--- config.mk ---
export PLATFORM = sky130hd
export DESIGN_NAME = adc_seq_top
export DESIGN_NICKNAME = d
export VERILOG_FILES = /design/src/rtl/adc_seq_pkg.sv /design/src/rtl/adc_seq_div.sv /design/src/rtl/adc_seq_fsm.sv /design/src/rtl/adc_seq_chan.sv /design/src/rtl/adc_seq_top.sv
export SDC_FILE = /design/constraint.sdc
export NUM_CORES = 1
export LEC_CHECK = 0
export ABC_AREA = 1
export BUFFER_PORTS_ARGS = -buffer_cell sky130_fd_sc_hd__buf_4
export CORE_AREA = 2 2 56 69
export CTS_CLUSTER_DIAMETER = 200
export CTS_CLUSTER_SIZE = 8
export DETAILED_ROUTE_END_ITERATION = 8
export DIE_AREA = 0 0 58 71
export GPL_TIMING_DRIVEN = 0
export HOLD_SLACK_MARGIN = 0.15
export PLACE_DENSITY = 0.73
export SKIP_LAST_GASP = 1
export SLEW_MARGIN = 20
export SYNTH_ARGS = -nofsm -noshare
export SYNTH_HDL_FRONTEND = slang
export SYNTH_SLANG_ARGS = --single-unit
--- constraint.sdc ---
create_clock -name clk -period 2.35 [get_ports clk]
set_input_delay 0.1175 -clock clk [delete_from_list [all_inputs] [get_ports clk]]
set_output_delay 0.1175 -clock clk [all_outputs]
set_load 0.01 [all_outputs]
--- src/rtl/adc_seq_pkg.sv ---
package adc_seq_pkg;
  typedef enum logic [1:0] {
    PH_IDLE   = 2'd0,
    PH_WAIT   = 2'd1,
    PH_SAMPLE = 2'd2,
    PH_CONV   = 2'd3
  } seq_phase_e;
endpackage

--- src/rtl/adc_seq_div.sv ---
// Free-running phase divider; reports how many states remain to the next
// boundary of the selected period (2**DIVW slow, 2**(DIVW-1) fast).
module adc_seq_div #(
  parameter int DIVW = 3
) (
  input  logic            clk,
  input  logic            rst_n,
  input  logic            cks,
  output logic [DIVW-1:0] rem
);
  logic [DIVW-1:0] cnt;

  always_ff @(posedge clk or negedge rst_n) begin
    if (!rst_n) cnt <= '0;
    else        cnt <= cnt + 1'b1;
  end

  always_comb begin
    rem = ~cnt;
    if (cks) rem[DIVW-1] = 1'b0;
  end
endmodule

--- src/rtl/adc_seq_fsm.sv ---
// Phase sequencer: one shared down-counter times wait, sample and convert.
module adc_seq_fsm
  import adc_seq_pkg::*;
#(
  parameter int DIVW  = 3,
  parameter int DLY_S = 10,
  parameter int DLY_F = 6,
  parameter int SPL_S = 63,
  parameter int SPL_F = 31,
  parameter int CNV_S = 186,
  parameter int CNV_F = 94,
  parameter int PER_S = 256,
  parameter int PER_F = 128
) (
  input  logic            clk,
  input  logic            rst_n,
  input  logic            go,
  input  logic            abort,
  input  logic            cks,
  input  logic            scan,
  input  logic [DIVW-1:0] rem,
  output seq_phase_e      phase,
  output logic            finish,
  output logic            scan_q
);
  localparam int CW = $clog2(PER_S + CNV_S + DLY_S + 1);

  logic          cks_q;
  logic          later;
  logic [CW-1:0] cnt;
  logic [CW-1:0] go_m1, spl_m1, cnv_m1;

  always_comb begin
    go_m1  = (cks ? CW'(DLY_F) : CW'(DLY_S)) + CW'(rem) - CW'(1);
    spl_m1 = cks_q ? CW'(SPL_F - 1) : CW'(SPL_S - 1);
    if (later) cnv_m1 = cks_q ? CW'(PER_F - SPL_F - 1) : CW'(PER_S - SPL_S - 1);
    else       cnv_m1 = cks_q ? CW'(CNV_F - 1) : CW'(CNV_S - 1);
    finish = (phase == PH_CONV) && (cnt == '0) && !abort;
  end

  always_ff @(posedge clk or negedge rst_n) begin
    if (!rst_n) begin
      phase  <= PH_IDLE;
      cnt    <= '0;
      cks_q  <= 1'b0;
      scan_q <= 1'b0;
      later  <= 1'b0;
    end else if (abort) begin
      phase <= PH_IDLE;
      later <= 1'b0;
    end else begin
      case (phase)
        PH_IDLE: if (go) begin
          phase  <= PH_WAIT;
          cnt    <= go_m1;
          cks_q  <= cks;
          scan_q <= scan;
          later  <= 1'b0;
        end
        PH_WAIT: begin
          if (cnt == '0) begin
            phase <= PH_SAMPLE;
            cnt   <= spl_m1;
          end else cnt <= cnt - 1'b1;
        end
        PH_SAMPLE: begin
          if (cnt == '0) begin
            phase <= PH_CONV;
            cnt   <= cnv_m1;
          end else cnt <= cnt - 1'b1;
        end
        PH_CONV: begin
          if (cnt == '0) begin
            if (scan_q) begin
              phase <= PH_SAMPLE;
              cnt   <= spl_m1;
              later <= 1'b1;
            end else phase <= PH_IDLE;
          end else cnt <= cnt - 1'b1;
        end
        default: phase <= PH_IDLE;
      endcase
    end
  end
endmodule

--- src/rtl/adc_seq_chan.sv ---
// Channel pointer: loads the first channel on start, steps with wrap.
module adc_seq_chan #(
  parameter int NCH = 4,
  parameter int CHW = 2
) (
  input  logic           clk,
  input  logic           rst_n,
  input  logic           load,
  input  logic           step,
  input  logic [CHW-1:0] first,
  input  logic [CHW-1:0] last,
  output logic [CHW-1:0] idx
);
  logic [CHW-1:0] first_q, last_q;

  always_ff @(posedge clk or negedge rst_n) begin
    if (!rst_n) begin
      idx     <= '0;
      first_q <= '0;
      last_q  <= '0;
    end else if (load) begin
      idx     <= first;
      first_q <= first;
      last_q  <= last;
    end else if (step) begin
      if (idx == last_q)                idx <= first_q;
      else if (idx == CHW'(NCH - 1))    idx <= '0;
      else                              idx <= idx + 1'b1;
    end
  end
endmodule

--- src/rtl/adc_seq_top.sv ---
module adc_seq_top
  import adc_seq_pkg::*;
#(
  parameter int DIVW  = 3,
  parameter int DLY_S = 10,
  parameter int DLY_F = 6,
  parameter int SPL_S = 63,
  parameter int SPL_F = 31,
  parameter int CNV_S = 186,
  parameter int CNV_F = 94,
  parameter int PER_S = 256,
  parameter int PER_F = 128,
  parameter int NCH   = 4,
  localparam int CHW  = (NCH > 1) ? $clog2(NCH) : 1
) (
  input  logic           clk,
  input  logic           rst_n,
  input  logic           reg_wr,
  input  logic           reg_start,
  input  logic           reg_done,
  input  logic           cks,
  input  logic           scan_mode,
  input  logic [CHW-1:0] ch_first,
  input  logic [CHW-1:0] ch_last,
  output logic           start_bit,
  output logic           done_flag,
  output logic           sample_en,
  output logic           conv_active,
  output logic [CHW-1:0] ch_idx
);
  seq_phase_e      phase;
  logic            finish, scan_q, busy, go, abort;
  logic [DIVW-1:0] rem;

  assign busy  = (phase != PH_IDLE);
  assign go    = reg_wr && reg_start && !busy;
  assign abort = reg_wr && !reg_start && busy;

  adc_seq_div #(.DIVW(DIVW)) u_div (
    .clk(clk), .rst_n(rst_n), .cks(cks), .rem(rem)
  );

  adc_seq_fsm #(
    .DIVW(DIVW), .DLY_S(DLY_S), .DLY_F(DLY_F), .SPL_S(SPL_S), .SPL_F(SPL_F),
    .CNV_S(CNV_S), .CNV_F(CNV_F), .PER_S(PER_S), .PER_F(PER_F)
  ) u_fsm (
    .clk(clk), .rst_n(rst_n), .go(go), .abort(abort), .cks(cks),
    .scan(scan_mode), .rem(rem), .phase(phase), .finish(finish),
    .scan_q(scan_q)
  );

  adc_seq_chan #(.NCH(NCH), .CHW(CHW)) u_chan (
    .clk(clk), .rst_n(rst_n), .load(go), .step(finish && scan_q),
    .first(ch_first), .last(ch_last), .idx(ch_idx)
  );

  always_ff @(posedge clk or negedge rst_n) begin
    if (!rst_n)                     done_flag <= 1'b0;
    else if (finish)                done_flag <= 1'b1;
    else if (reg_wr && !reg_done)   done_flag <= 1'b0;
  end

  assign start_bit   = busy;
  assign sample_en   = (phase == PH_SAMPLE);
  assign conv_active = (phase == PH_CONV);
endmodule

Word level (Yosys, flattened, before mapping)
Index checks and enable logic that the tools add are counted.
{"block": "totals", "register_bits": 24, "output_inout_bits": 6, "inputBits": 11}
{"block": "op_classes", "n_eq_ne": 12, "n_mux": 30, "n_reduce_logical": 22, "add_sub_neg": 5, "bitwise": 2}
{"operator": "$mux W9", "n": 6}
{"operator": "$pmux W9 S4", "n": 1}
{"operator": "$mux W2", "n": 10}
{"operator": "$sub A9 B1 Y9 const B", "n": 2}
{"operator": "$mux W8", "n": 2}
{"operator": "$ne A3 B1 Y1 const B", "n": 4}
{"operator": "$add A9 B3 Y9", "n": 1}
{"operator": "$logic_not A9 Y1", "n": 1}
{"operator": "$logic_and A1 B1 Y1", "n": 8}
{"operator": "$pmux W2 S4", "n": 1}
{"operator": "$reduce_and A4 Y1", "n": 2}
{"operator": "$mux W1", "n": 7}
{"operator": "$eq A2 B2 Y1 const B", "n": 3}
{"operator": "$mux W6", "n": 1}
{"operator": "$ne A3 B2 Y1 const B", "n": 2}
{"operator": "$reduce_and A3 Y1", "n": 2}
{"operator": "$reduce_bool A2 Y1", "n": 3}
{"operator": "$logic_not A1 Y1", "n": 4}
{"operator": "$mux W4", "n": 1}
{"operator": "$add A3 B1 Y3 const B", "n": 1}
{"operator": "$not A3 Y3", "n": 1}
{"operator": "$reduce_bool A3 Y1", "n": 1}
{"operator": "$add A2 B1 Y2 const B", "n": 1}
{"operator": "$eq A2 B1 Y1 const B", "n": 1}
{"operator": "other kinds (5)", "n": 5}

Longest topological paths before layout
Gate-level depths: netlist (run 1).
{"block": "depth", "word_depth": 8, "ltp_mapped": 11, "mapped_depth_nobuf": 10}

By module
From an unflattened synthesis (run 1), not the netlist that was laid out.
{"block": "unflattened", "hier_cells": 251, "hier_area_um2": 1734.2}
{"mod": "adc_seq_fsm", "area_each_um2": 1174.9, "cells_each": 176, "n_inst": 1}
{"mod": "adc_seq_chan", "area_each_um2": 344.1, "cells_each": 44, "n_inst": 1}
{"mod": "adc_seq_div", "area_each_um2": 117.6, "cells_each": 12, "n_inst": 1}
{"mod": "adc_seq_top", "area_each_um2": 97.6, "cells_each": 19, "n_inst": 1}

Worst setup path after synthesis (run 1)
No wires, ideal clock.
{"block": "synth_timing", "path_type": "register to register", "startpoint": "register u_fsm.cnt[0]", "endpoint": "register u_fsm.cnt[0]", "setup_time_ps": 116, "stages_incl_launch_ff": 11, "required_time_ps": 2234, "setup_slack_ps": 767, "n_path_buf": 1, "t_arrival_ps": 1467, "cell_sequence": "dfrtp_1 -> inv_1 -> ha_1 -> nand2_4 -> nor2_8 -> nand2_2 -> buf_6 -> o21ai_2 -> clkinv_1 -> nand2_1 -> nand2_1"}
{"block": "synth_via", "elab_chain_cells": 3}
{"element": "from (decl)", "line_no": "adc_seq_fsm.sv:30", "rtl": "logic [CW-1:0] cnt;"}
{"element": "from (signal assigned)", "line_no": "adc_seq_fsm.sv:55", "rtl": "cnt <= go_m1;"}
{"element": "from (signal assigned)", "line_no": "adc_seq_fsm.sv:63", "rtl": "cnt <= spl_m1;"}
{"element": "from (signal assigned)", "line_no": "adc_seq_fsm.sv:64", "rtl": "end else cnt <= cnt - 1'b1;"}
{"element": "$sub A9 B1 Y9 or $logic_not A9 Y1 (tied branches)"}
{"element": "$mux W9 (tied with other cells)", "line_no": "adc_seq_fsm.sv:73", "rtl": "if (cnt == '0) begin"}
{"element": "$pmux W9 S4 or $reduce_and A3 Y1 (tied branches)"}
Parallel ways exist; a longest one is shown, timed or not.
A chain may end at the register's enable or synchronous reset.

Worst setup path in the final report (run 1)
Same ends and word-level chain as after synthesis.

==> flow_summary.ini, run 1 <==
[clock_network]
cts.sink_count = 24
ctsHoldBuffers = 7
cts_max_level = 1
clkLatencyLatePin_ps = 270
clkSlewWorstSetupHoldPaths_ps = 90
clockRootBuffer = sky130_fd_sc_hd__clkbuf_8
cts_tree = done
post-cts-setup-buffer-count = 0
cts.path.max_buffers = 2
tritoncts.num_buffers = 3
postCtsResizedCells = 0

[power_and_ir_drop]
power_leakage_uw = 0.00107
power_per_cell_area_nw_per_um2 = 1200
intPower_uw = 1300
pwr-share-clk_pct = 15.6
swShare_pct = 45.1
power_frac_comb_pct = 54.0
power.share.sequential_pct = 30.5
fin_total_pwr_uw = 2370
switchingPower_uw = 1070
vdd_drop_max_uv = 639

[worst_setup_path]
cp_slowest_cell = sky130_fd_sc_hd__dfrtp_1
rr_startpoint = u_fsm.cnt[0]$_DFFE_PN0P_
ff2ff_path_depth = 10
worst-path-buf-inv = 3
worstPathArrival_ps = 1960
rrSetupSlack_ps = 570
crit_type = reg -> reg
critical_path.max_stage_delay_ps = 410
worstPathCellList = inv_1 > ha_1 > nand2_4 > nor2_8 > nand2_2 > buf_6 > o21ai_2 > clkinv_1 > nand2_1 > nand2_1
required_time_at_the_worst_slack_endpoint_ps = 2520
worst_path_dominant_cell_family = simple AND/OR/NAND/NOR gates
worstReg2RegEnd = u_fsm.cnt[0]$_DFFE_PN0P_
startpoint_type = flip-flop
crit_path_max_fanout = 10
worst_path_most_repeated_cell = sky130_fd_sc_hd__nand2_1
setup.worst_path.end_class = flip-flop

[place]
routability_congestion_estimate = 0.837
portBuffers = 16
preCtsSetupSlack_ps = 574
dpl.hpwl_um = 2440

[run]
cap_violations = 0

[logic_synthesis]
netlist-cell-type-count = 30
yosys-mux-area-fraction_pct = 0
synth_fa_ha_area_share_pct = 4.53
mappedNetlistNets = 248
synthesis.area_um2 = 1660
post_synth_main_area_contributors = sky130_fd_sc_hd__dfrtp_1 (36%), sky130_fd_sc_hd__nand2_1 (17%), sky130_fd_sc_hd__nand3_1 (6.9%)
synth_top_family_by_area = simple AND/OR/NAND/NOR gates
yosysTopAreaCellShare_pct = 36.3
postSynthCellCount = 231
synth_simple_gate_area_share_pct = 42.0
synth.avg_cell_area_um2 = 7.17
complex_gate_fraction_of_the_synthesized_area_pct = 5.89
synth_top_cell_by_area = sky130_fd_sc_hd__dfrtp_1
synth_seq_cells = 24
synth_sequential_area_ratio_pct = 36.3
area_share_of_xor_xnor_cells_in_the_synthesized_design_pct = 2.11
yosysWarnings = 0

[finish]
area_growth_pct = 18.7
layout.nets = 276
post-route-util_pct = 56.5
mostFrequentLayoutCell = sky130_fd_sc_hd__nand2_1
seq_area_um2 = 601
fill_cell_total_of_the_finished_layout = 323
antenna-diode-count = 0
layout.cells.most_common_list = sky130_fd_sc_hd__nand2_1 (76), sky130_fd_sc_hd__inv_1 (27), sky130_fd_sc_hd__dfrtp_1 (24), sky130_fd_sc_hd__nand3_1 (23), sky130_fd_sc_hd__nor2_1 (21)
multi_input_comb_area_um2 = 903
drive_above_1_share_pct = 18.2

[floorplanning]
die_height_um = 71
placeableCoreArea_um2 = 3480
io_pins = 17
dieWidth_um = 58
die_area_um2 = 4120
placement_rows = 24
floorplan.initialDensity_pct = 47.6

[grt]
first_global_vias = 1452
gr-total-overflow = 0
grt_util_all_layers_pct = 18.8
grt_pass1_wl_um = 6070
initial_antenna_violation_count = 0
grt_start_max_net_pins = 25

[timing]
final_layout_worst_hold_slack_ps = 193
peak_freq_mhz = 561
worst_slack_ps = 567
worst_pin_slew_ps = 312
hold_violations = 0
period_minus_slack_ps = 1780
rsz0062_at_grt = false
fin_skew_ps = 2.57
worst_slew_margin_rel_pct = 79.1
number_of_failing_setup_endpoints_in_the_final_timing_report = 0
drv_slew = 0
post-route-period-util_pct = 75.9
timing.setup.tns_ps = 0

[detailed_routing]
ant_nets = 0
detail_route.iter0.violations = 40
drt_drc_violations_left = 0
routed_wirelength_um = 3330
drt-vias-per-instance = 4.91
routed_wire_length_per_instance_um = 11.2
num_vias = 1457
detailedRoute.firstPassIterationCount = 4

[min_path]
worst_hold_path.num_cells = 4
hold-path-endpoint = u_fsm.cnt[4]$_DFFE_PN0P_
hp-start = cks
min-delay-path-class = in -> reg

[run_status]
result_of_the_run = finished clean
per-layer routing:
| layer | vias to the layer above | global-route usage [%] | routed length [um] |
|---|---|---|---|
| met5 | - | 0 | 0 |
| met3 | 5 | 2.93 | 76 |
| met1 | 645 | 21.9 | 1560 |
| met2 | 20 | 34.0 | 1640 |
| li1 | 787 | - | - |
| met4 | 0 | 7.24 | 51 |
area by class of cell:
type,instances,share of cell area [%]
flip-flops and latches,24,30.5
repair buffers,23,9.67
clock buffers,3,2.10
plain buffers,4,1.65
inverters,32,6.11
well taps,39,2.48
clock inverters,1,1.53
multi-input cells,171,45.9
stage by stage:
| step | std cells | cell area, um2 |
|---|---|---|
| after floorplan | 231 | 1660 |
| after CTS | 297 | 1970 |
| after global placement | 286 | 1830 |
| final | 297 | 1970 |
| after global routing | 297 | 1970 |
| after detailed placement | 286 | 1830 |
Yosys cell counts (all sizes together):
cell / count
nand2: 81
inv: 31
nand3: 27
nor2: 26
dfrtp: 24
o21ai: 9
nand4: 7
a21oi: 6
ha: 6
buf: 4
xnor2: 3
nor3: 2
a21boi: 1
clkinv: 1
nor3b: 1
nor4: 1
xor2: 1
registers in the layout, indices dropped and copies added, names as in the netlist:
signal	cells
done_flag	1
u_div.cnt	3
u_fsm.phase	2
u_fsm.scan_q	1
u_chan.first_q	2
u_chan.idx	2
u_fsm.later	1
u_fsm.cks_q	1
u_fsm.cnt	9
u_chan.last_q	2
worst max path at each step:
stage	from	end	cells past startpoint
3_5_place_dp	u_fsm.cnt[0]$_DFFE_PN0P_	u_fsm.cnt[0]$_DFFE_PN0P_	10
6_report	u_fsm.cnt[0]$_DFFE_PN0P_	u_fsm.cnt[0]$_DFFE_PN0P_	10
4_1_cts	u_fsm.cnt[0]$_DFFE_PN0P_	u_fsm.cnt[0]$_DFFE_PN0P_	10
2_1_floorplan	u_fsm.cnt[0]$_DFFE_PN0P_	u_fsm.cnt[0]$_DFFE_PN0P_	10
3_3_place_gp	u_fsm.cnt[0]$_DFFE_PN0P_	u_fsm.cnt[0]$_DFFE_PN0P_	10
5_1_grt	u_fsm.cnt[0]$_DFFE_PN0P_	u_fsm.phase[1]$_DFFE_PN0P_	9
worst reg2reg max path: cells and delay by family, from the launching register on:
kind / cells / cell delay (ps)
compound gates: 1 / 120
simple gates: 5 / 490
flops: 1 / 410
buf+inv: 3 / 370
fa+ha+maj: 1 / 300
cell families after synthesis:
kind of cell,count (synthesis)
AO/OA/AOI/OAI,16
flip-flops,24
buffers and inverters,36
adder cells (fa/ha/maj),6
XOR/XNOR,4
AND/OR/NAND/NOR,145
power groups by stage:
stage | registers [uW] | clock network, uW | logic (uW)
after floorplan | 701 | 0 | 1010
final | 721 | 368 | 1280
after CTS | 722 | 376 | 1290
after detailed placement | 729 | 0 | 1270
after global placement | 731 | 0 | 1250
after global routing | 748 | 394 | 1500
Power figures use the tool's default switching activity.
==> run 2: changes to the inputs <==
- ABC_AREA: 1 -> 0
- CORE_AREA: 2 2 56 69 -> 2 2 55 67
- DIE_AREA: 0 0 58 71 -> 0 0 57 69
- PLACE_DENSITY: 0.73 -> 0.76
- clock period: 2.35 -> 1.5 ns (I/O delays scaled with it)
==> run 2 against run 1 <==
Compared with the run above: the flow now finishes with violations (negative setup slack); first-iteration DRC count rose by 140%; clock power rose by 2%; synthesized cell count decreased by 23%; routed wire length grew 38%; sequential power rose by 66%; maximum frequency decreased by 4.2%; non-clock buffer count increased by 18; clock-buffer cell count unchanged; final area increased by 9.5%; total power increased by 81%; register-to-register slack worse by 930 ps; die area down 4.5%; largest power group unchanged.
==> flow_summary.ini, run 2 <==
[logic_synthesis]
netlist-cell-type-count = 55
synthMostInstantiatedCell = sky130_fd_sc_hd__dfrtp_1
yosysTopAreaCellShare_pct = 37.9
synth_sequential_area_ratio_pct = 37.9
yosysWarnings = 0
synth_top_cell_by_area = sky130_fd_sc_hd__dfrtp_1
synth_enable_flop_cells = 0
async_flop_share_pct = 100
synth.avg_cell_area_um2 = 8.96
synth.cells.most_frequent = sky130_fd_sc_hd__dfrtp_1 (24), sky130_fd_sc_hd__nand2_1 (21), sky130_fd_sc_hd__inv_1 (11)
synthesis.area_um2 = 1590
mappedNetlistNets = 194
synthFlopType = sky130_fd_sc_hd__dfrtp_1
synth_seq_cells = 24
post_synth_main_area_contributors = sky130_fd_sc_hd__dfrtp_1 (38%), sky130_fd_sc_hd__nand2_1 (5.0%), sky130_fd_sc_hd__ha_1 (4.7%)
postSynthCellCount = 177

[grt]
grt_util_all_layers_pct = 23.4
grt_start_max_net_pins = 25
grt_pass1_wl_um = 7340
gr-total-overflow = 0
first_global_vias = 1557
initial_antenna_violation_count = 0

[floorplanning]
io_pins = 17
placement_rows = 23
placeableCoreArea_um2 = 3280
dieWidth_um = 57
die_area_um2 = 3930
floorplan.initialDensity_pct = 48.3
die_height_um = 69

[clock_network]
clkLatencyLatePin_ps = 260
clockRootBuffer = sky130_fd_sc_hd__clkbuf_8
cts_max_level = 1
cts_tree = done
cts.sink_count = 24
clkSlewWorstSetupHoldPaths_ps = 80
cts.path.max_buffers = 2
tritoncts.num_buffers = 3

[timing]
number_of_failing_setup_endpoints_in_the_final_timing_report = 15
peak_freq_mhz = 537
worst_slack_ps = -362
post-route-period-util_pct = 124
worst_pin_slew_ps = 566
fin_skew_ps = 3.68
rsz0062_at_grt = true
timing.setup.tns_ps = -4280
hold_violations = 0
drv_slew = 0
worst_slew_margin_rel_pct = 62.0
period_minus_slack_ps = 1860
final_layout_worst_hold_slack_ps = 165

[min_path]
min-delay-path-class = in -> reg
hold-path-endpoint = u_fsm.later$_DFFE_PN0P_
worst_hold_path.num_cells = 3
hp-start = reg_wr

[finish]
largest_reg_flops = 9
fill_cell_total_of_the_finished_layout = 267
drive_above_1_share_pct = 34.7
layout.nets = 235
layout_top_registers = u_fsm.cnt x9, u_div.cnt x3
area_growth_pct = 35.8
largest_register_by_flop_count = u_fsm.cnt
finalNonFillerCells = 253
antenna-diode-count = 0
mostFrequentLayoutCell = sky130_fd_sc_hd__buf_4
layout.cells.most_common_list = sky130_fd_sc_hd__buf_4 (30), sky130_fd_sc_hd__dfrtp_1 (22), sky130_fd_sc_hd__nand2_1 (19), sky130_fd_sc_hd__inv_1 (9), sky130_fd_sc_hd__dlygate4sd3_1 (8)

[detailed_routing]
num_vias = 1561
ant_nets = 0
detail_route.iter0.violations = 95
routed_wirelength_um = 4590
drt-vias-per-instance = 6.17
routed_wire_length_per_instance_um = 18.2
drt_drc_violations_left = 0
detailedRoute.firstPassIterationCount = 5

[worst_setup_path]
ff2ff_path_depth = 7
required_time_at_the_worst_slack_endpoint_ps = 1630
rrSetupSlack_ps = -360
worstPathArrival_ps = 1990
startpoint_type = flip-flop
crit_path_max_fanout = 6
rr_startpoint = u_fsm.cnt[0]$_DFFE_PN0P_
worstReg2RegEnd = u_fsm.cnt[3]$_DFFE_PN0P_
setup.worst_path.end_class = flip-flop
crit_type = reg -> reg

[place]
routability_congestion_estimate = 0.896
portBuffers = 16
dpl.hpwl_um = 2770
dp.cells = 230

[power_and_ir_drop]
power_per_cell_area_nw_per_um2 = 1990
vdd_drop_max_uv = 1520
power_leakage_uw = 0.000933

[run_status]
failed_checks = negative setup slack
result_of_the_run = complete, but fails checks

[run]
cap_violations = 0
run 2: where the power goes:
group	leakage [uW]	internal (uW)	switching, uW
logic	0.000607	1270	1450
registers	0.000304	877	325
clock network	0.0000216	179	195
run 2: worst max-delay path by stage:
stage / cells past startpoint / from / to / slack [ps]
detailed placement: 6 / u_fsm.cnt[1]$_DFFE_PN0P_ / u_chan.idx[1]$_DFFE_PN0P_ / -570
floorplan: 7 / u_fsm.cnt[1]$_DFFE_PN0P_ / u_fsm.cnt[0]$_DFFE_PN0P_ / -250
global route: 5 / u_fsm.cnt[4]$_DFFE_PN0P_ / u_fsm.cnt[4]$_DFFE_PN0P_ / -380
CTS: 7 / u_fsm.cnt[0]$_DFFE_PN0P_ / u_fsm.cnt[3]$_DFFE_PN0P_ / -330
global placement: 6 / u_fsm.cnt[1]$_DFFE_PN0P_ / u_chan.idx[1]$_DFFE_PN0P_ / -560
finish: 7 / u_fsm.cnt[0]$_DFFE_PN0P_ / u_fsm.cnt[3]$_DFFE_PN0P_ / -360
run 2: layer usage:
metal | part of all wire, % | wire, um | global-route usage (%)
met1 | 41 | 1900 | 31.3
met2 | 50 | 2310 | 36.9
met3 | 5.6 | 256 | 3.75
met4 | 2.6 | 119 | 10.6
met5 | 0 | 0 | 0
run 2: metrics by stage:
step	power, uW	util [%]	setup slack [ps]	area (um2)
finish	4300	65.6	-362	2150
global route	4590	65.6	-377	2150
CTS	3860	62.0	-333	2030
detailed placement	3240	55.0	-567	1800
global placement	3160	55.0	-564	1800
floorplan	2720	-	-254	1640
run 2: logic make-up (layout without fill, tap and decap cells):
group | after synthesis | count (layout) | share of synthesized area, %
AO/OA/AOI/OAI | 48 | 48 | 21.9
flip-flops | 24 | 24 | 37.9
AND/OR/NAND/NOR | 73 | 73 | 26.5
buffers and inverters | 21 | 60 | 6.16
adder cells (fa/ha/maj) | 6 | 6 | 4.74
XOR/XNOR | 5 | 5 | 2.76
run 2: cell type report:
class,count,area (um2),area share [%]
multi-input combinational,132,1050,48.7
sequential,24,603,28.0
timing repair buffer,40,332,15.4
tap,37,46.3,2.15
inverter,12,45.0,2.09
clock buffer,3,41.3,1.92
buffer,5,37.5,1.74
run 2: critical path, stage by stage, from the launching register on:
cell,delay (ps)
sky130_fd_sc_hd__dfrtp_1,410
sky130_fd_sc_hd__inv_2,100
sky130_fd_sc_hd__ha_4,140
sky130_fd_sc_hd__or4b_4,550
sky130_fd_sc_hd__nor2_8,170
sky130_fd_sc_hd__buf_6,140
sky130_fd_sc_hd__a221o_1,160
sky130_fd_sc_hd__a32oi_2,60
run 2: what timing repair did:
| action | 4_1_cts | 5_1_grt |
|---|---|---|
| resized for setup | 20 | 17 |
| pin swaps | 6 | 10 |
| endpoints found under the setup margin | 21 | 19 |
| endpoints found under the hold margin | 33 | 0 |
| gates cloned | 0 | 0 |
| setup buffers | 9 | 7 |
| hold buffers | 8 | 0 |
==> run 3: changes to the inputs <==
- CORE_AREA: 2 2 55 67 -> 2 2 65 79
- DIE_AREA: 0 0 57 69 -> 0 0 67 81
- PLACE_DENSITY: 0.76 -> 0.59
- SETUP_SLACK_MARGIN: default -> 0.02
==> run 3 against run 2 <==
Compared with the run above: the run still ends with negative setup slack left; non-clock buffer count grew 8; clock-buffer cell count is the same; final area grew 3.0%; critical endpoint is now u_fsm.cnt[0]$_DFFE_PN0P_; largest cell class unchanged; largest power group unchanged.
==> flow_summary.ini, run 3 (synthesis results as in run 2) <==
[timing]
worst_pin_slew_ps = 535
timing.setup.tns_ps = -3280
fin_skew_ps = 2.17
peak_freq_mhz = 554
post-route-period-util_pct = 120
number_of_failing_setup_endpoints_in_the_final_timing_report = 14
rsz0062_at_grt = true
hold_violations = 0
period_minus_slack_ps = 1810
drv_slew = 0
worst_slack_ps = -306
worst_slew_margin_rel_pct = 64.3

[clock_network]
cts.path.max_buffers = 2
clockRootBuffer = sky130_fd_sc_hd__clkbuf_8
cts.sink_count = 24
cts_tree = done
clkSlewWorstSetupHoldPaths_ps = 90
clkLatencyLatePin_ps = 270
tritoncts.num_buffers = 3
cts_max_level = 1

[detailed_routing]
drt-vias-per-instance = 5.51
routed_wirelength_um = 4480
detail_route.iter0.violations = 53
routed_wire_length_per_instance_um = 15.8
drt_drc_violations_left = 0
ant_nets = 0
num_vias = 1566
detailedRoute.firstPassIterationCount = 5

[power_and_ir_drop]
power_per_cell_area_nw_per_um2 = 1970
fin_total_pwr_uw = 4370
power_leakage_uw = 0.000967
vdd_drop_max_uv = 875

[finish]
largest_register_by_flop_count = u_fsm.cnt
mostFrequentLayoutCell = sky130_fd_sc_hd__buf_4
layout.nets = 243
fill_cell_total_of_the_finished_layout = 467
layout_top_registers = u_fsm.cnt x9, u_div.cnt x3
largest_reg_flops = 9
antenna-diode-count = 0
layout.cells.most_common_list = sky130_fd_sc_hd__buf_4 (36), sky130_fd_sc_hd__dfrtp_1 (21), sky130_fd_sc_hd__nand2_1 (19), sky130_fd_sc_hd__inv_1 (9), sky130_fd_sc_hd__dlygate4sd3_1 (9)
drive_above_1_share_pct = 34.8
area_growth_pct = 39.9

[worst_setup_path]
crit_type = reg -> reg
required_time_at_the_worst_slack_endpoint_ps = 1660
crit_path_max_fanout = 10
ff2ff_path_depth = 5
worstPathArrival_ps = 1960
rr_startpoint = u_fsm.cnt[4]$_DFFE_PN0P_
setup.worst_path.end_class = flip-flop
worstReg2RegEnd = u_fsm.cnt[0]$_DFFE_PN0P_
rrSetupSlack_ps = -310
startpoint_type = flip-flop

[floorplanning]
placement_rows = 28
floorplan.initialDensity_pct = 33.3
io_pins = 17
placeableCoreArea_um2 = 4760
die_area_um2 = 5430
die_height_um = 81
dieWidth_um = 67

[place]
routability_congestion_estimate = 0.808
dpl.hpwl_um = 2840
portBuffers = 16

[run]
cap_violations = 0

[grt]
grt_max_usage_layer = met2
first_global_vias = 1469
initial_antenna_violation_count = 0
met2_usage_in_global_routing_pct = 29.7
grt_util_all_layers_pct = 17.3
grt_start_max_net_pins = 25
gr-total-overflow = 0
grt_use_met1_pct = 22.8
grt_util_met3_pct = 1.25
grt_pass1_wl_um = 7150

[min_path]
hp-start = reg_start
hold-path-endpoint = u_fsm.later$_DFFE_PN0P_
min-delay-path-class = in -> reg
worst_hold_path.num_cells = 4

[run_status]
failed_checks = negative setup slack
result_of_the_run = complete, but fails checks
-- run 3: cell types whose count changed in the layout (fill, tap and decap cells not counted), moves of 2 or more --
cell / previous run / this run
sky130_fd_sc_hd__buf_4: 30 / 36
sky130_fd_sc_hd__a21oi_1: 4 / 6
sky130_fd_sc_hd__a21oi_2: 3 / 1
sky130_fd_sc_hd__o21ai_2: 0 / 2
-- run 3: layout make-up --
cell class                 instances  area [um2]  area share, %
sequential                        24         604           27.2
buffer                             5        37.5           1.69
timing repair buffer              48         398           17.9
inverter                          12        45.0           2.03
clock buffer                       3        41.3           1.86
multi-input combinational        132        1020           45.9
tap                               60        75.1           3.38
-- run 3: worst max-delay path, stage by stage, from the launching register on --
cell	delay, ps
sky130_fd_sc_hd__dfrtp_1	360
sky130_fd_sc_hd__buf_4	180
sky130_fd_sc_hd__or4_4	580
sky130_fd_sc_hd__o311a_1	390
sky130_fd_sc_hd__a21oi_2	100
sky130_fd_sc_hd__o22ai_1	80
-- run 3: what timing repair did --
action | CTS | global route
resized for setup | 18 | 16
buffers inserted | 11 | 12
setup endpoints to repair | 22 | 18
hold buffers | 9 | 0
pin swaps | 6 | 9
endpoints found under the hold margin | 34 | 0
-- run 3: worst max-delay path by stage --
| stage | end | cells past startpoint | slack [ps] | from |
|---|---|---|---|---|
| final | u_fsm.cnt[0]$_DFFE_PN0P_ | 5 | -310 | u_fsm.cnt[4]$_DFFE_PN0P_ |
| after global routing | u_chan.idx[0]$_DFFE_PN0P_ | 7 | -390 | u_fsm.cnt[0]$_DFFE_PN0P_ |
| after CTS | u_fsm.cnt[1]$_DFFE_PN0P_ | 7 | -300 | u_fsm.cnt[0]$_DFFE_PN0P_ |
| after detailed placement | u_chan.idx[1]$_DFFE_PN0P_ | 6 | -680 | u_fsm.cnt[0]$_DFFE_PN0P_ |
| after global placement | u_chan.idx[1]$_DFFE_PN0P_ | 6 | -630 | u_fsm.cnt[0]$_DFFE_PN0P_ |
| after floorplan | u_fsm.cnt[0]$_DFFE_PN0P_ | 7 | -250 | u_fsm.cnt[1]$_DFFE_PN0P_ |
-- run 3: power by group --
part / switching [uW] / leakage [uW] / total [uW] / internal (uW)
logic: 1400 / 0.000642 / 2790 / 1390
clock network: 219 / 0.0000216 / 400 / 180
registers: 296 / 0.000303 / 1170 / 879
-- run 3: per-layer routing --
layer  vias to the layer above  routed length, um  part of all wire, %
li1                        747                  -                    -
met1                       754               1930                   43
met2                        58               2250                   50
met3                         7                219                  4.9
met5                         -                  0                    0
met4                         0                 82                  1.8
-- run 3: through the flow --
stage	cell area (um2)	utilization, %	setup slack [ps]	hold WS, ps	std cells
finish	2220	46.6	-306	206	284
global placement	1830	38.4	-633	0.0412	253
CTS	2070	43.5	-296	209	272
floorplan	1640	-	-254	-221	177
detailed placement	1830	38.4	-678	3.51	253
global route	2220	46.6	-392	250	284
